### config.mk
export PLATFORM = sky130hd
export DESIGN_NAME = syt_timestamp_gen
export DESIGN_NICKNAME = d
export VERILOG_FILES = /design/src/rtl/syt_pkg.sv /design/src/rtl/syt_cycle_count.sv /design/src/rtl/syt_offset_step.sv /design/src/rtl/syt_delay_sel.sv /design/src/rtl/syt_stamp.sv /design/src/rtl/syt_timestamp_gen.sv
export SDC_FILE = /design/constraint.sdc
export NUM_CORES = 1
export LEC_CHECK = 0
export BUFFER_PORTS_ARGS = -buffer_cell sky130_fd_sc_hd__buf_2
export CAP_MARGIN = 40
export CORE_UTILIZATION = 59
export DETAILED_ROUTE_END_ITERATION = 10
export GPL_TIMING_DRIVEN = 0
export PLACE_DENSITY_LB_ADDON = 0.08
export SLEW_MARGIN = 30
export SYNTH_ARGS = -nofsm -noshare
export SYNTH_HDL_FRONTEND = slang
export SYNTH_SLANG_ARGS = --single-unit
### constraint.sdc
create_clock -name clk_i -period 7.4 [get_ports clk_i]
set_clock_uncertainty 0.2 [all_clocks]
set_input_delay 1.85 -clock clk_i [delete_from_list [all_inputs] [get_ports clk_i]]
set_output_delay 1.85 -clock clk_i [all_outputs]
set_load 0.01 [all_outputs]
### src/rtl/syt_pkg.sv
package syt_pkg;

  localparam int RATE_CODE_W = 3;

  typedef enum logic [1:0] {
    FAM_32K = 2'd0,
    FAM_44K = 2'd1,
    FAM_48K = 2'd2
  } rate_fam_e;

  function automatic rate_fam_e fam_of_code(input logic [RATE_CODE_W-1:0] code);
    rate_fam_e f;
    case (code)
      3'd0:                f = FAM_32K;
      3'd1, 3'd3, 3'd5:    f = FAM_44K;
      default:             f = FAM_48K;
    endcase
    return f;
  endfunction

endpackage

### src/rtl/syt_cycle_count.sv
module syt_cycle_count #(
  parameter int SEC_W       = 3,
  parameter int CYC_W       = 13,
  parameter int CYC_PER_SEC = 8000,
  parameter int CNT_W       = 16
) (
  input  logic [SEC_W+CYC_W-1:0] time_i,
  output logic [CNT_W-1:0]       count_o
);

  logic [SEC_W-1:0] sec;
  logic [CYC_W-1:0] cyc;

  always_comb begin
    sec     = time_i[SEC_W+CYC_W-1:CYC_W];
    cyc     = time_i[CYC_W-1:0];
    count_o = CNT_W'(sec) * CNT_W'(CYC_PER_SEC) + CNT_W'(cyc);
  end

endmodule

### src/rtl/syt_offset_step.sv
module syt_offset_step
  import syt_pkg::*;
#(
  parameter int TICKS       = 3072,
  parameter int INC_BASE    = 1386,
  parameter int PHASE_N     = 147,
  parameter int PHASE_MOD   = 13,
  parameter int PHASE_START = 67,
  parameter int OFF_W       = 15
) (
  input  logic             clk_i,
  input  logic             rst_ni,
  input  logic             start_i,
  input  rate_fam_e        fam_i,
  input  logic             step_i,
  output rate_fam_e        fam_o,
  output logic [OFF_W-1:0] new_off_o,
  output logic             event_o
);

  localparam int PH_W      = $clog2(PHASE_N);
  localparam int SUB_W     = $clog2(PHASE_MOD);
  localparam int SUB_START = PHASE_START % PHASE_MOD;
  localparam int INC_32K   = TICKS;
  localparam int INC_48K   = TICKS / 3;

  logic [OFF_W-1:0] last_q, last_d;
  logic [PH_W-1:0]  phase_q, phase_d;
  logic [SUB_W-1:0] sub_q, sub_d;
  rate_fam_e        fam_q, fam_d;

  logic             below;
  logic             bump;
  logic [OFF_W-1:0] inc;

  // next-state
  always_comb begin
    bump = ((sub_q != '0) && (sub_q[1:0] == 2'b00)) ||
           (phase_q == PH_W'(PHASE_N - 1));
    case (fam_q)
      FAM_32K: inc = OFF_W'(INC_32K);
      FAM_44K: inc = OFF_W'(INC_BASE) + OFF_W'(bump);
      default: inc = OFF_W'(INC_48K);
    endcase
    below     = last_q < OFF_W'(TICKS);
    new_off_o = below ? (last_q + inc) : (last_q - OFF_W'(TICKS));
    event_o   = new_off_o < OFF_W'(TICKS);

    last_d  = last_q;
    phase_d = phase_q;
    sub_d   = sub_q;
    fam_d   = fam_q;
    if (start_i) begin
      last_d  = OFF_W'(TICKS);
      phase_d = PH_W'(PHASE_START);
      sub_d   = SUB_W'(SUB_START);
      fam_d   = fam_i;
    end else if (step_i) begin
      last_d = new_off_o;
      if (below && (fam_q == FAM_44K)) begin
        if (phase_q == PH_W'(PHASE_N - 1)) begin
          phase_d = '0;
          sub_d   = '0;
        end else begin
          phase_d = phase_q + 1'b1;
          sub_d   = (sub_q == SUB_W'(PHASE_MOD - 1)) ? '0 : sub_q + 1'b1;
        end
      end
    end
  end

  // registers
  always_ff @(posedge clk_i or negedge rst_ni) begin
    if (!rst_ni) begin
      last_q  <= OFF_W'(TICKS);
      phase_q <= '0;
      sub_q   <= '0;
      fam_q   <= FAM_48K;
    end else if (start_i || step_i) begin
      last_q  <= last_d;
      phase_q <= phase_d;
      sub_q   <= sub_d;
      fam_q   <= fam_d;
    end
  end

  assign fam_o = fam_q;

  // the offset never runs past one cycle plus the largest increment
  p_last_bounded_r4: assert property (@(posedge clk_i) disable iff (!rst_ni)
    last_q <= OFF_W'(TICKS + INC_BASE + 1));

  // phase stays inside its 147-step range
  p_phase_range_r7: assert property (@(posedge clk_i) disable iff (!rst_ni)
    phase_q < PH_W'(PHASE_N));

  // the mod-13 side counter agrees with the phase
  p_sub_tracks_phase_r7: assert property (@(posedge clk_i) disable iff (!rst_ni)
    (32'(phase_q) % PHASE_MOD) == 32'(sub_q));

endmodule

### src/rtl/syt_delay_sel.sv
module syt_delay_sel
  import syt_pkg::*;
#(
  parameter int TICKS      = 3072,
  parameter int XFER_DELAY = 11776,
  parameter int EXTRA_32K  = 6144,
  parameter int EXTRA_44K  = 4458,
  parameter int EXTRA_48K  = 4096,
  parameter int OFF_W      = 15
) (
  input  rate_fam_e        fam_i,
  input  logic             blocking_i,
  output logic [OFF_W-1:0] delay_o
);

  localparam int BASE = XFER_DELAY - TICKS;

  logic [OFF_W-1:0] extra;

  always_comb begin
    case (fam_i)
      FAM_32K: extra = OFF_W'(EXTRA_32K);
      FAM_44K: extra = OFF_W'(EXTRA_44K);
      default: extra = OFF_W'(EXTRA_48K);
    endcase
    delay_o = OFF_W'(BASE) + (blocking_i ? extra : '0);
  end

endmodule

### src/rtl/syt_stamp.sv
module syt_stamp #(
  parameter int TICKS   = 3072,
  parameter int OFF_W   = 15,
  parameter int CNT_W   = 16,
  parameter int SYT_W   = 16,
  parameter int MAX_OFF = 17919
) (
  input  logic [CNT_W-1:0] count_i,
  input  logic [OFF_W-1:0] off_i,
  output logic [SYT_W-1:0] stamp_o
);

  localparam int LOW_W = $clog2(TICKS);
  localparam int HI_W  = SYT_W - LOW_W;
  localparam int MAXQ  = MAX_OFF / TICKS;
  localparam int QW    = $clog2(MAXQ + 1);

  logic [MAXQ-1:0]  ge;
  logic [QW-1:0]    q;
  logic [OFF_W-1:0] rem;
  logic [CNT_W-1:0] sum;
  logic             unused_bits;

  // thermometer of whole cycles contained in the offset
  for (genvar k = 1; k <= MAXQ; k++) begin : g_cmp
    assign ge[k-1] = off_i >= OFF_W'(k * TICKS);
  end

  always_comb begin
    q       = QW'($countones(ge));
    rem     = off_i - OFF_W'(32'(q) * TICKS);
    sum     = count_i + CNT_W'(q);
    stamp_o = {sum[HI_W-1:0], rem[LOW_W-1:0]};
  end

  assign unused_bits = ^{sum[CNT_W-1:HI_W], rem[OFF_W-1:LOW_W]};

endmodule

### src/rtl/syt_timestamp_gen.sv
module syt_timestamp_gen
  import syt_pkg::*;
#(
  parameter int TICKS       = 3072,
  parameter int XFER_DELAY  = 11776,
  parameter int CYC_PER_SEC = 8000,
  parameter int SEC_W       = 3,
  parameter int CYC_W       = 13,
  parameter int SYT_W       = 16,
  parameter int INC_BASE    = 1386,
  parameter int PHASE_N     = 147,
  parameter int PHASE_MOD   = 13,
  parameter int PHASE_START = 67,
  parameter int EXTRA_32K   = 6144,
  parameter int EXTRA_44K   = 4458,
  parameter int EXTRA_48K   = 4096
) (
  input  logic                   clk_i,
  input  logic                   rst_ni,
  input  logic                   start_i,
  input  logic [RATE_CODE_W-1:0] rate_i,
  input  logic                   blocking_i,
  input  logic                   cycle_strobe_i,
  input  logic [SEC_W+CYC_W-1:0] cycle_time_i,
  output logic [SYT_W-1:0]       syt_o,
  output logic                   syt_valid_o
);

  localparam int TIME_W    = SEC_W + CYC_W;
  localparam int MAX_CNT   = ((1 << SEC_W) - 1) * CYC_PER_SEC + (1 << CYC_W) - 1;
  localparam int CNT_W     = $clog2(MAX_CNT + 1);
  localparam int MAX_EX_A  = (EXTRA_32K > EXTRA_44K) ? EXTRA_32K : EXTRA_44K;
  localparam int MAX_EXTRA = (MAX_EX_A > EXTRA_48K) ? MAX_EX_A : EXTRA_48K;
  localparam int MAX_OFF   = XFER_DELAY - 1 + MAX_EXTRA;
  localparam int OFF_W     = $clog2(MAX_OFF + 1);
  localparam logic [SYT_W-1:0] NO_INFO = {SYT_W{1'b1}};

  logic             step;
  rate_fam_e        fam;
  logic [OFF_W-1:0] new_off;
  logic             ev;
  logic [OFF_W-1:0] delay;
  logic [OFF_W-1:0] off_total;
  logic [CNT_W-1:0] count;
  logic [SYT_W-1:0] stamp;

  logic             blk_q, blk_d;
  logic [SYT_W-1:0] syt_q, syt_d;
  logic             valid_q, valid_d;

  assign step = cycle_strobe_i & ~start_i;

  syt_cycle_count #(
    .SEC_W(SEC_W), .CYC_W(CYC_W), .CYC_PER_SEC(CYC_PER_SEC), .CNT_W(CNT_W)
  ) u_count (
    .time_i (cycle_time_i[TIME_W-1:0]),
    .count_o(count)
  );

  syt_offset_step #(
    .TICKS(TICKS), .INC_BASE(INC_BASE), .PHASE_N(PHASE_N),
    .PHASE_MOD(PHASE_MOD), .PHASE_START(PHASE_START), .OFF_W(OFF_W)
  ) u_offset (
    .clk_i    (clk_i),
    .rst_ni   (rst_ni),
    .start_i  (start_i),
    .fam_i    (fam_of_code(rate_i)),
    .step_i   (step),
    .fam_o    (fam),
    .new_off_o(new_off),
    .event_o  (ev)
  );

  syt_delay_sel #(
    .TICKS(TICKS), .XFER_DELAY(XFER_DELAY), .EXTRA_32K(EXTRA_32K),
    .EXTRA_44K(EXTRA_44K), .EXTRA_48K(EXTRA_48K), .OFF_W(OFF_W)
  ) u_delay (
    .fam_i     (fam),
    .blocking_i(blk_q),
    .delay_o   (delay)
  );

  assign off_total = new_off + delay;

  syt_stamp #(
    .TICKS(TICKS), .OFF_W(OFF_W), .CNT_W(CNT_W), .SYT_W(SYT_W), .MAX_OFF(MAX_OFF)
  ) u_stamp (
    .count_i(count),
    .off_i  (off_total),
    .stamp_o(stamp)
  );

  // next-state
  always_comb begin
    blk_d   = start_i ? blocking_i : blk_q;
    valid_d = step;
    syt_d   = syt_q;
    if (step) begin
      syt_d = ev ? stamp : NO_INFO;
    end
  end

  // registers
  always_ff @(posedge clk_i or negedge rst_ni) begin
    if (!rst_ni) begin
      blk_q   <= 1'b0;
      syt_q   <= NO_INFO;
      valid_q <= 1'b0;
    end else begin
      valid_q <= valid_d;
      if (start_i) blk_q <= blk_d;
      if (step)    syt_q <= syt_d;
    end
  end

  assign syt_o       = syt_q;
  assign syt_valid_o = valid_q;

  // valid pulse one clock after an accepted strobe
  p_valid_after_strobe_r2: assert property (@(posedge clk_i) disable iff (!rst_ni)
    (cycle_strobe_i && !start_i) |=> syt_valid_o);

  // output held when no strobe was accepted
  p_hold_r2: assert property (@(posedge clk_i) disable iff (!rst_ni)
    !(cycle_strobe_i && !start_i) |=> (!syt_valid_o && $stable(syt_o)));

  // a strobe coinciding with start is dropped
  p_start_drops_strobe_r3: assert property (@(posedge clk_i) disable iff (!rst_ni)
    start_i |=> !syt_valid_o);

  // no two no-info codes on back-to-back strobes
  p_noinfo_single_r4: assert property (@(posedge clk_i) disable iff (!rst_ni)
    (syt_valid_o && (syt_o == NO_INFO) && cycle_strobe_i && !start_i)
      |=> (syt_o != NO_INFO));

  // the tick field of a real stamp stays inside one cycle
  p_low_field_r8: assert property (@(posedge clk_i) disable iff (!rst_ni)
    (syt_valid_o && (syt_o != NO_INFO)) |-> (32'(syt_o[$clog2(TICKS)-1:0]) < TICKS));

endmodule

==> results_dict.tcl, run 1 <==
set metrics [dict create \
    dpl.hpwl_mm 6.01 \
    cellLeakagePower_nw 1.77 \
    final_cells 506 \
    synthMuxAreaShare 0.0255 \
    p_sw_frac 0.411 \
    syn-num-nets 446 \
    p_per_area_nw_per_um2 293 \
    grt_pass1_wl_mm 13.7 \
    synth_area_leaders "dfrtp_1 (20%), dfstp_2 (14%), ha_1 (9.1%)" \
    finalSetupTns_ns 0 \
    yosys_warnings 0 \
    rsz0062_at_grt "false" \
    fin_ws_ns 0.367 \
    wl_per_cell_um 16.0 \
    crit_slowest_cell "fa_1" \
    pre_cts_ws_ns -0.0608 \
    crit_type "register to register" \
    power_mw 1.17 \
    clock_latency_ns 0.31 \
    synthSimpleGateAreaFrac 0.174 \
    synth.distinct_cells 64 \
    avgSynthCellArea_um2 9.12 \
    drive_gt1_frac 0.205 \
    slowest_delay_ns 0.53 \
    period_needed_ns 7.03 \
    synth_top_area_share 0.196 \
    first_global_vias 2942 \
    synth_top_family_by_area "compound AO/OA/AOI/OAI gates" \
    arrival_ns 7.09 \
    startpoint_type "register" \
    vias_per_cell 6.02 \
    synth_area_um2 3580 \
    slew_viol_final 0 \
    worst-path-max-fanout 6 \
    syn_inst 392 \
    hold_class "register to register" \
    portBuffers 28 \
    status "finished clean" \
    synth-seq-cells 47 \
    max_freq_ghz 0.142 \
    clockRootBuffer "clkbuf_8" \
    fin_crit_sh 0.950 \
    ant_nets 0 \
    vias 3046 \
    synth_compound_area_frac 0.221 \
    diodes 0 \
    holdWs_ns 0.308 \
    syn2layout_area_growth_pct 11.1 \
    p_switching_mw 0.479 \
    drtIter0Drc 139 \
    ys_seq_area_frac 0.336 \
    grt_use_total 0.280 \
    antenna_found_initial 0 \
    fin_nets 487 \
    path_clk_slew_ns 0.09 \
    dr.pass1.iters 5 \
    setup_viol 0 \
    die_h_um 79.9 \
    rows 27 \
    start_util 0.630 \
    yosysTopAreaCell "dfrtp_1" \
    core_um2 5680 \
    synth_xor_area_frac 0.0780 \
    grt_start_max_net_pins 48 \
    dpl.cell_count 492 \
    overflow 0 \
    ctsHoldBuffers 0 \
    tightest_slew_ns 0.635 \
    maxCapViolations 0 \
    end_kind "register" \
    die_w_um 79.9 \
    numCtsBuffers 5 \
    ctsHtreeMaxLevel 2 \
    cts.sinks 47 \
    cts_tree "done" \
    routabilityCongestion 0.896 \
    synth_ff_type "dfrtp_1" \
    combPwrFrac 0.570 \
    hold_viol 0 \
    synthArstFlopShare 1.00 \
    internal_power_mw 0.686 \
    cp_data_required_time_ns 7.46 \
    p_clk_frac 0.133 \
    synth-edff-count 0 \
    clockBufferDepth 2 \
    synth_fa_ha_area_frac 0.113 \
    wirelength_mm 8.10 \
    peakVddDrop_mv 0.610 \
    relSlewSlack 0.577 \
    drcViolationCount 0 \
    seq_power_share 0.298 \
    die-area_um2 6380 \
    ios 41 \
]
-- synth_stat cells, types with 8 or more instances --
cell,instances
xnor2_1,16
mux2i_1,8
a211o_1,8
o22a_1,13
dfstp_2,19
nand3_1,12
o21ai_0,17
clkbuf_1,8
inv_1,27
and3_1,8
a21oi_1,20
nand2_1,29
xor2_1,14
ha_1,26
dfrtp_1,28
nor2_1,38
-- critical path, delay by kind of cell, from the launching register on --
kind                       cells  cell delay (ns)
AOI/OAI and AO/OA             12             1.95
xor gates and xnor gates       2             0.28
adders and majority gates      7             2.45
buffers and inverters          4             0.26
DFF                            1             0.42
and+or+nand+nor                6             1.44
-- state kept, by name, indices dropped and copies added (netlist names) --
name and count:
syt_o 16, u_offset.last_q 15, u_offset.phase_q 8, u_offset.sub_q 4, u_offset.fam_o 2, blk_q 1, syt_valid_o 1
-- placed cells by master, fill, tap and decap left out, types with 9 or more instances in the layout --
cell type | netlist | final
buf_4 | 2 | 9
nand2_1 | 29 | 29
xnor2_1 | 16 | 15
buf_2 | 6 | 33
inv_1 | 27 | 27
nor2_1 | 38 | 38
nand3_1 | 12 | 12
o21ai_0 | 17 | 13
a21oi_1 | 20 | 18
dfstp_2 | 19 | 19
xor2_1 | 14 | 14
dfrtp_1 | 28 | 28
ha_1 | 26 | 25
o22a_1 | 13 | 13
-- logic make-up (layout without fill, tap and decap cells) --
| logic type | after synthesis | count (layout) |
|---|---|---|
| AO/OA/AOI/OAI | 107 | 107 |
| XOR/XNOR | 31 | 31 |
| adder cells (fa/ha/maj) | 30 | 30 |
| buffers and inverters | 44 | 86 |
| flip-flops | 47 | 47 |
| multiplexers | 9 | 9 |
| AND/OR/NAND/NOR | 124 | 124 |
-- per-stage QoR --
step | utilization | instance area, µm²
CTS | 0.687 | 3900
global route | 0.700 | 3970
finish | 0.700 | 3970
floorplan | - | 3580
global placement | 0.671 | 3810
detailed placement | 0.671 | 3810
-- path summary, 6_finish.rpt --
kind,from,to,slack (ns),cells past startpoint
worst max-delay path,u_offset.phase_q[5],syt_o[15],0.37,31
worst min-delay path,syt_o[11],syt_o[11],0.31,2
worst max register to register,u_offset.phase_q[5],syt_o[15],0.37,31
worst min register to register,syt_o[11],syt_o[11],0.31,2
max in group asynchronous,rst_ni,u_offset.last_q[4],5.24,1
min in group asynchronous,rst_ni,u_offset.last_q[13],1.33,1
-- routing by layer --
metal | global-route usage | vias up | wire (µm)
met2 | 0.447 | 52 | 3810
li1 | - | 1491 | -
met4 | 0.0804 | 0 | 109
met3 | 0.0526 | 11 | 244
met5 | 0 | - | 0
met1 | 0.388 | 1492 | 3930
-- final cells by class --
class                           count  area [µm²]
Clock inverter                      3        15.0
Buffer                             17        86.3
Fill cell                         449        1700
Inverter                           27         101
Timing Repair Buffer               34         188
Multi-Input combinational cell    301        2220
Sequential cell                    47        1200
Clock buffer                        5        68.8
Tap cell                           72        90.1
-- power by group through the flow --
stage          clock network, mW  registers (mW)  logic (mW)
2_1_floorplan                  0           0.365       0.460
4_1_cts                    0.159           0.346       0.647
5_1_grt                    0.168           0.353       0.746
3_5_place_dp                   0           0.351       0.643
3_3_place_gp                   0           0.349       0.624
6_report                   0.155           0.347       0.664
-- what timing repair did --
item,4_1_cts,5_1_grt
gates resized for setup,0,12
pin swaps,1,3
buffers inserted,1,5
endpoints found under the setup margin,1,4
Note: power is estimated with default switching activity, not from simulation.
==> inputs of run 2 (changes only) <==
--- a/config.mk
+++ b/config.mk
@@ -5,9 +5,10 @@
 export SDC_FILE = /design/constraint.sdc
 export NUM_CORES = 1
 export LEC_CHECK = 0
+export ABC_AREA = 1
 export BUFFER_PORTS_ARGS = -buffer_cell sky130_fd_sc_hd__buf_2
 export CAP_MARGIN = 40
-export CORE_UTILIZATION = 59
+export CORE_UTILIZATION = 60
 export DETAILED_ROUTE_END_ITERATION = 10
 export GPL_TIMING_DRIVEN = 0
 export PLACE_DENSITY_LB_ADDON = 0.08
==> results_dict.tcl, run 2 <==
set metrics [dict create \
    status "finished clean" \
    critical_path.most_common_cell "inv_1" \
    worst-path-max-fanout 5 \
    synth_area_um2 3670 \
    power_mw 1.31 \
    cts_tree "done" \
    clockBufferDepth 2 \
    rsz0062_at_grt "false" \
    slowest_delay_ns 0.53 \
    postCtsSetupBuffers 0 \
    mostFrequentLayoutCells "nand2_1 (106), inv_1 (81), nor2_1 (45)" \
    numCtsBuffers 5 \
    p_per_area_nw_per_um2 328 \
    drive_gt1_frac 0.189 \
    synth_ff_type "dfrtp_1" \
    overflow 0 \
    relSlewSlack 0.582 \
    clock_latency_ns 0.31 \
    syn-num-nets 559 \
    syn2layout_area_growth_pct 8.76 \
    largest_reg_flops 16 \
    setup_viol 0 \
    wirelength_mm 8.08 \
    period_needed_ns 6.70 \
    ant_nets 0 \
    cts_resized 0 \
    arrival_ns 6.74 \
    yosys_warnings 0 \
    synth.distinct_cells 39 \
    synth.most_common_cell "nand2_1" \
    cellLeakagePower_nw 1.99 \
    wl_per_cell_um 13.1 \
    final_cells 615 \
    vias 3351 \
    path_clk_slew_ns 0.09 \
    startpoint_type "register" \
    drcViolationCount 0 \
    die_w_um 80.2 \
    die-area_um2 6440 \
    synth_area_leaders "dfrtp_1 (19%), dfstp_2 (14%), nand2_1 (11%)" \
    ctsHoldBuffers 0 \
    grt_use_total 0.280 \
    dr.pass1.iters 5 \
    crit_buf_inv 7 \
    fin_crit_sh 0.906 \
    crit_slowest_cell "fa_1" \
    postLayoutCoreUtil 0.675 \
    hold_class "register to register" \
    synthArstFlopShare 1.00 \
    multiInputGateArea_um2 2090 \
    tightest_slew_ns 0.625 \
    hold_viol 0 \
    dpl.hpwl_mm 6.37 \
    max_freq_ghz 0.149 \
    finalSetupTns_ns 0 \
    ys_seq_area_frac 0.327 \
    final_common_cell "nand2_1" \
    grt_pass1_wl_mm 13.8 \
    start_util 0.620 \
    drtIter0Drc 187 \
    maxCapViolations 0 \
    core_um2 5920 \
    first_global_vias 3023 \
    syn_inst 505 \
    synth-seq-cells 47 \
    peakVddDrop_mv 0.565 \
    synth_common_cells "nand2_1 (106), inv_1 (81), nor2_1 (45)" \
    seq_area_um2 1200 \
    clockRootBuffer "clkbuf_8" \
    synth-edff-count 0 \
    dpl.cell_count 607 \
    ctsHtreeMaxLevel 2 \
    slew_viol_final 0 \
    die_h_um 80.2 \
    cp_data_required_time_ns 7.44 \
    cts.sinks 47 \
    diodes 0 \
    fin_nets 593 \
    fillCellCount 498 \
    rows 28 \
    vias_per_cell 5.45 \
    ios 41 \
    routabilityCongestion 0.819 \
    grt_start_max_net_pins 48 \
    yosysTopAreaCell "dfrtp_1" \
    crit_family "adder cells" \
    end_kind "register" \
    portBuffers 27 \
    avgSynthCellArea_um2 7.27 \
    antenna_found_initial 0 \
    crit_type "register to register" \
    synth_top_area_share 0.191 \
]
[run 2: power breakdown]
| group | internal (mW) | switching (mW) | total, mW |
|---|---|---|---|
| logic | 0.329 | 0.454 | 0.783 |
| clock network | 0.0679 | 0.0898 | 0.158 |
| registers | 0.333 | 0.0374 | 0.370 |
| total | 0.730 | 0.581 | 1.31 |
[run 2: cell families (layout without fill, tap and decap cells)]
| group | Yosys count | count (layout) | synth area share |
|---|---|---|---|
| compound gates | 78 | 78 | 0.123 |
| xor+xnor | 12 | 12 | 0.0286 |
| fa+ha+maj | 30 | 30 | 0.110 |
| buf+inv | 97 | 132 | 0.104 |
| flops | 47 | 47 | 0.327 |
| simple gates | 241 | 241 | 0.308 |
[run 2: area by class of cell]
| class | count | area share |
|---|---|---|
| Tap cell | 75 | 0.0235 |
| Timing Repair Buffer | 27 | 0.0345 |
| Clock buffer | 6 | 0.0182 |
| Inverter | 90 | 0.0846 |
| Buffer | 7 | 0.0107 |
| Multi-Input combinational cell | 361 | 0.524 |
| Clock inverter | 2 | 0.00439 |
| Sequential cell | 47 | 0.300 |
[run 2: metrics by stage]
step | setup slack [ns] | hold slack, ns | instance area (µm²)
6_report | 0.698 | 0.279 | 3990
5_1_grt | 0.118 | 0.297 | 3990
4_1_cts | 0.723 | 0.283 | 3990
3_5_place_dp | 0.784 | 0.270 | 3900
3_3_place_gp | 0.819 | 0.260 | 3900
2_1_floorplan | 1.55 | 0.243 | 3670
[run 2: worst reg2reg max path, delay by kind of cell, from the launching register on]
kind	cells	cell delay (ns)
XOR/XNOR	1	0.17
flip-flops	1	0.42
AND/OR/NAND/NOR	16	1.83
adder cells (fa/ha/maj)	8	2.83
AO/OA/AOI/OAI	4	0.69
buffers and inverters	7	0.50
[run 2: worst paths after layout]
path / start / endpoint / slack, ns / depth (start not counted)
worst max-delay path: u_offset.phase_q[0] / syt_o[14] / 0.70 / 36
worst min-delay path: u_offset.phase_q[7] / u_offset.phase_q[7] / 0.28 / 1
worst max register to register: u_offset.phase_q[0] / syt_o[14] / 0.70 / 36
worst min register to register: u_offset.phase_q[7] / u_offset.phase_q[7] / 0.28 / 1
max in group asynchronous: rst_ni / syt_o[11] / 5.27 / 1
min in group asynchronous: rst_ni / u_offset.last_q[12] / 1.32 / 1
[run 2: layer usage]
layer | track usage | share of wire | up-vias
met5 | 0 | 0 | -
met2 | 0.439 | 0.44 | 74
met4 | 0.0857 | 0.017 | 0
met3 | 0.0511 | 0.052 | 16
met1 | 0.391 | 0.49 | 1549
li1 | - | - | 1712
==> inputs of run 3 (changes only) <==
--- a/config.mk
+++ b/config.mk
@@ -8,7 +8,7 @@
 export ABC_AREA = 1
 export BUFFER_PORTS_ARGS = -buffer_cell sky130_fd_sc_hd__buf_2
 export CAP_MARGIN = 40
-export CORE_UTILIZATION = 60
+export CORE_UTILIZATION = 35
 export DETAILED_ROUTE_END_ITERATION = 10
 export GPL_TIMING_DRIVEN = 0
 export PLACE_DENSITY_LB_ADDON = 0.08
==> results_dict.tcl, run 3 (synthesized netlist as in run 2, its figures left out) <==
set metrics [dict create \
    status "finished clean" \
    first_global_vias 3286 \
    path_clk_slew_ns 0.09 \
    cts.sinks 47 \
    maxCapViolations 0 \
    p_switching_mw 0.594 \
    ctsHtreeMaxLevel 2 \
    routabilityCongestion 0.857 \
    cts_resized 0 \
    p_clk_frac 0.126 \
    portBuffers 27 \
    seq_area_um2 1200 \
    die_w_um 104 \
    hold_viol 0 \
    start_util 0.359 \
    final_common_cell "nand2_1" \
    startpoint_type "register" \
    grt_start_max_net_pins 48 \
    finalSetupTns_ns 0 \
    cp_data_required_time_ns 7.44 \
    clockRootBuffer "clkbuf_8" \
    period_needed_ns 6.73 \
    clockBufferDepth 2 \
    grt_pass1_wl_mm 15.9 \
    rows 37 \
    die-area_um2 10900 \
    internal_power_mw 0.740 \
    r2r_slack_ns 0.67 \
    crit_slowest_cell "fa_1" \
    grt_use_total 0.183 \
    fillCellCount 1118 \
    fin_nets 594 \
    hold_path_startpoint "u_offset.phase_q[7]" \
    crit_path_start "u_offset.phase_q[0]" \
    max_freq_ghz 0.149 \
    drtIter0Drc 128 \
    mostFrequentLayoutCells "nand2_1 (106), inv_1 (81), nor2_1 (45)" \
    dpl.hpwl_mm 7.32 \
    clock_latency_ns 0.30 \
    worst-path-max-fanout 5 \
    end_kind "register" \
    hold_class "register to register" \
    fin_crit_sh 0.909 \
    vias_per_cell 4.84 \
    drive_gt1_frac 0.190 \
    relSlewSlack 0.576 \
    core_um2 10200 \
    tightest_slew_ns 0.635 \
    combPwrFrac 0.597 \
    ctsHoldBuffers 0 \
    crit_type "register to register" \
    setup_viol 0 \
    arrival_ns 6.77 \
    multiInputGateArea_um2 2090 \
    postCtsSetupBuffers 0 \
    ant_nets 0 \
    diodes 0 \
    rsz0062_at_grt "false" \
    power_mw 1.33 \
    drcViolationCount 0 \
    slowest_delay_ns 0.54 \
    cellLeakagePower_nw 1.99 \
    syn2layout_area_growth_pct 11.1 \
    antenna_found_initial 0 \
    seq_power_share 0.277 \
    wirelength_mm 9.18 \
    die_h_um 104 \
    ios 41 \
    timing.rr.start "u_offset.phase_q[0]" \
    largest_reg_flops 16 \
    wl_per_cell_um 13.6 \
    dr.pass1.iters 4 \
    p_per_area_nw_per_um2 327 \
    vias 3275 \
    peakVddDrop_mv 0.366 \
    slew_viol_final 0 \
    numCtsBuffers 5 \
    cts_tree "done" \
    critical_path.most_common_cell "inv_1" \
    overflow 0 \
    p_sw_frac 0.445 \
]
## run 3: cell types whose count changed in the layout (fill, tap and decap cells not counted), sizes merged
| cell | delta |
|---|---|
| buf | +1 |
| clkinv | -1 |
| clkinvlp | +1 |
## run 3: path summary, 6_finish.rpt
| check | endpoint | cells past startpoint |
|---|---|---|
| worst min register to register | u_offset.phase_q[7] | 1 |
| min in group asynchronous | u_offset.phase_q[3] | 1 |
| worst max-delay path | syt_o[14] | 36 |
| worst max register to register | syt_o[14] | 36 |
| worst min-delay path | u_offset.phase_q[7] | 1 |
| max in group asynchronous | u_offset.last_q[2] | 1 |
## run 3: power by group through the flow
stage          logic (mW)  clock network (mW)  registers [mW]
5_1_grt             0.936               0.184           0.377
3_3_place_gp        0.801                   0           0.372
6_report            0.797               0.168           0.369
4_1_cts             0.820               0.177           0.370
2_1_floorplan       0.610                   0           0.384
3_5_place_dp        0.815                   0           0.374
## run 3: per-layer routing
metal	GRT usage	wire [µm]	vias up
met2	0.324	4430	47
met1	0.235	4440	1514
met3	0.0263	236	6
met4	0.0388	74	0
met5	0	0	-
li1	-	-	1708
## run 3: cell type report
type	count	share of cell area
inverter	90	0.0828
clock buffer	6	0.0202
clock inverter	2	0.00276
timing repair buffer	28	0.0356
tap	136	0.0417
buffer	7	0.0104
multi-input combinational	361	0.513
sequential	47	0.294
## run 3: stage by stage
| step | setup WS [ns] | area, µm² | util | hold slack, ns | instances |
|---|---|---|---|---|---|
| floorplan | 1.55 | 3670 | - | 0.243 | 505 |
| global placement | 0.662 | 3980 | 0.389 | 0.275 | 668 |
| detailed placement | 0.653 | 3980 | 0.389 | 0.275 | 668 |
| CTS | 0.627 | 4070 | 0.398 | 0.289 | 676 |
| global route | 0.102 | 4080 | 0.399 | 0.335 | 677 |
| finish | 0.673 | 4080 | 0.399 | 0.287 | 677 |
## run 3: worst max-delay path, delay by kind of cell (launching register included)
family          cells  cell delay, ns
buf+inv             8            0.51
simple gates       15            1.68
fa+ha+maj           8            2.89
flops               1            0.41
xor+xnor            1            0.17
compound gates      4            0.80
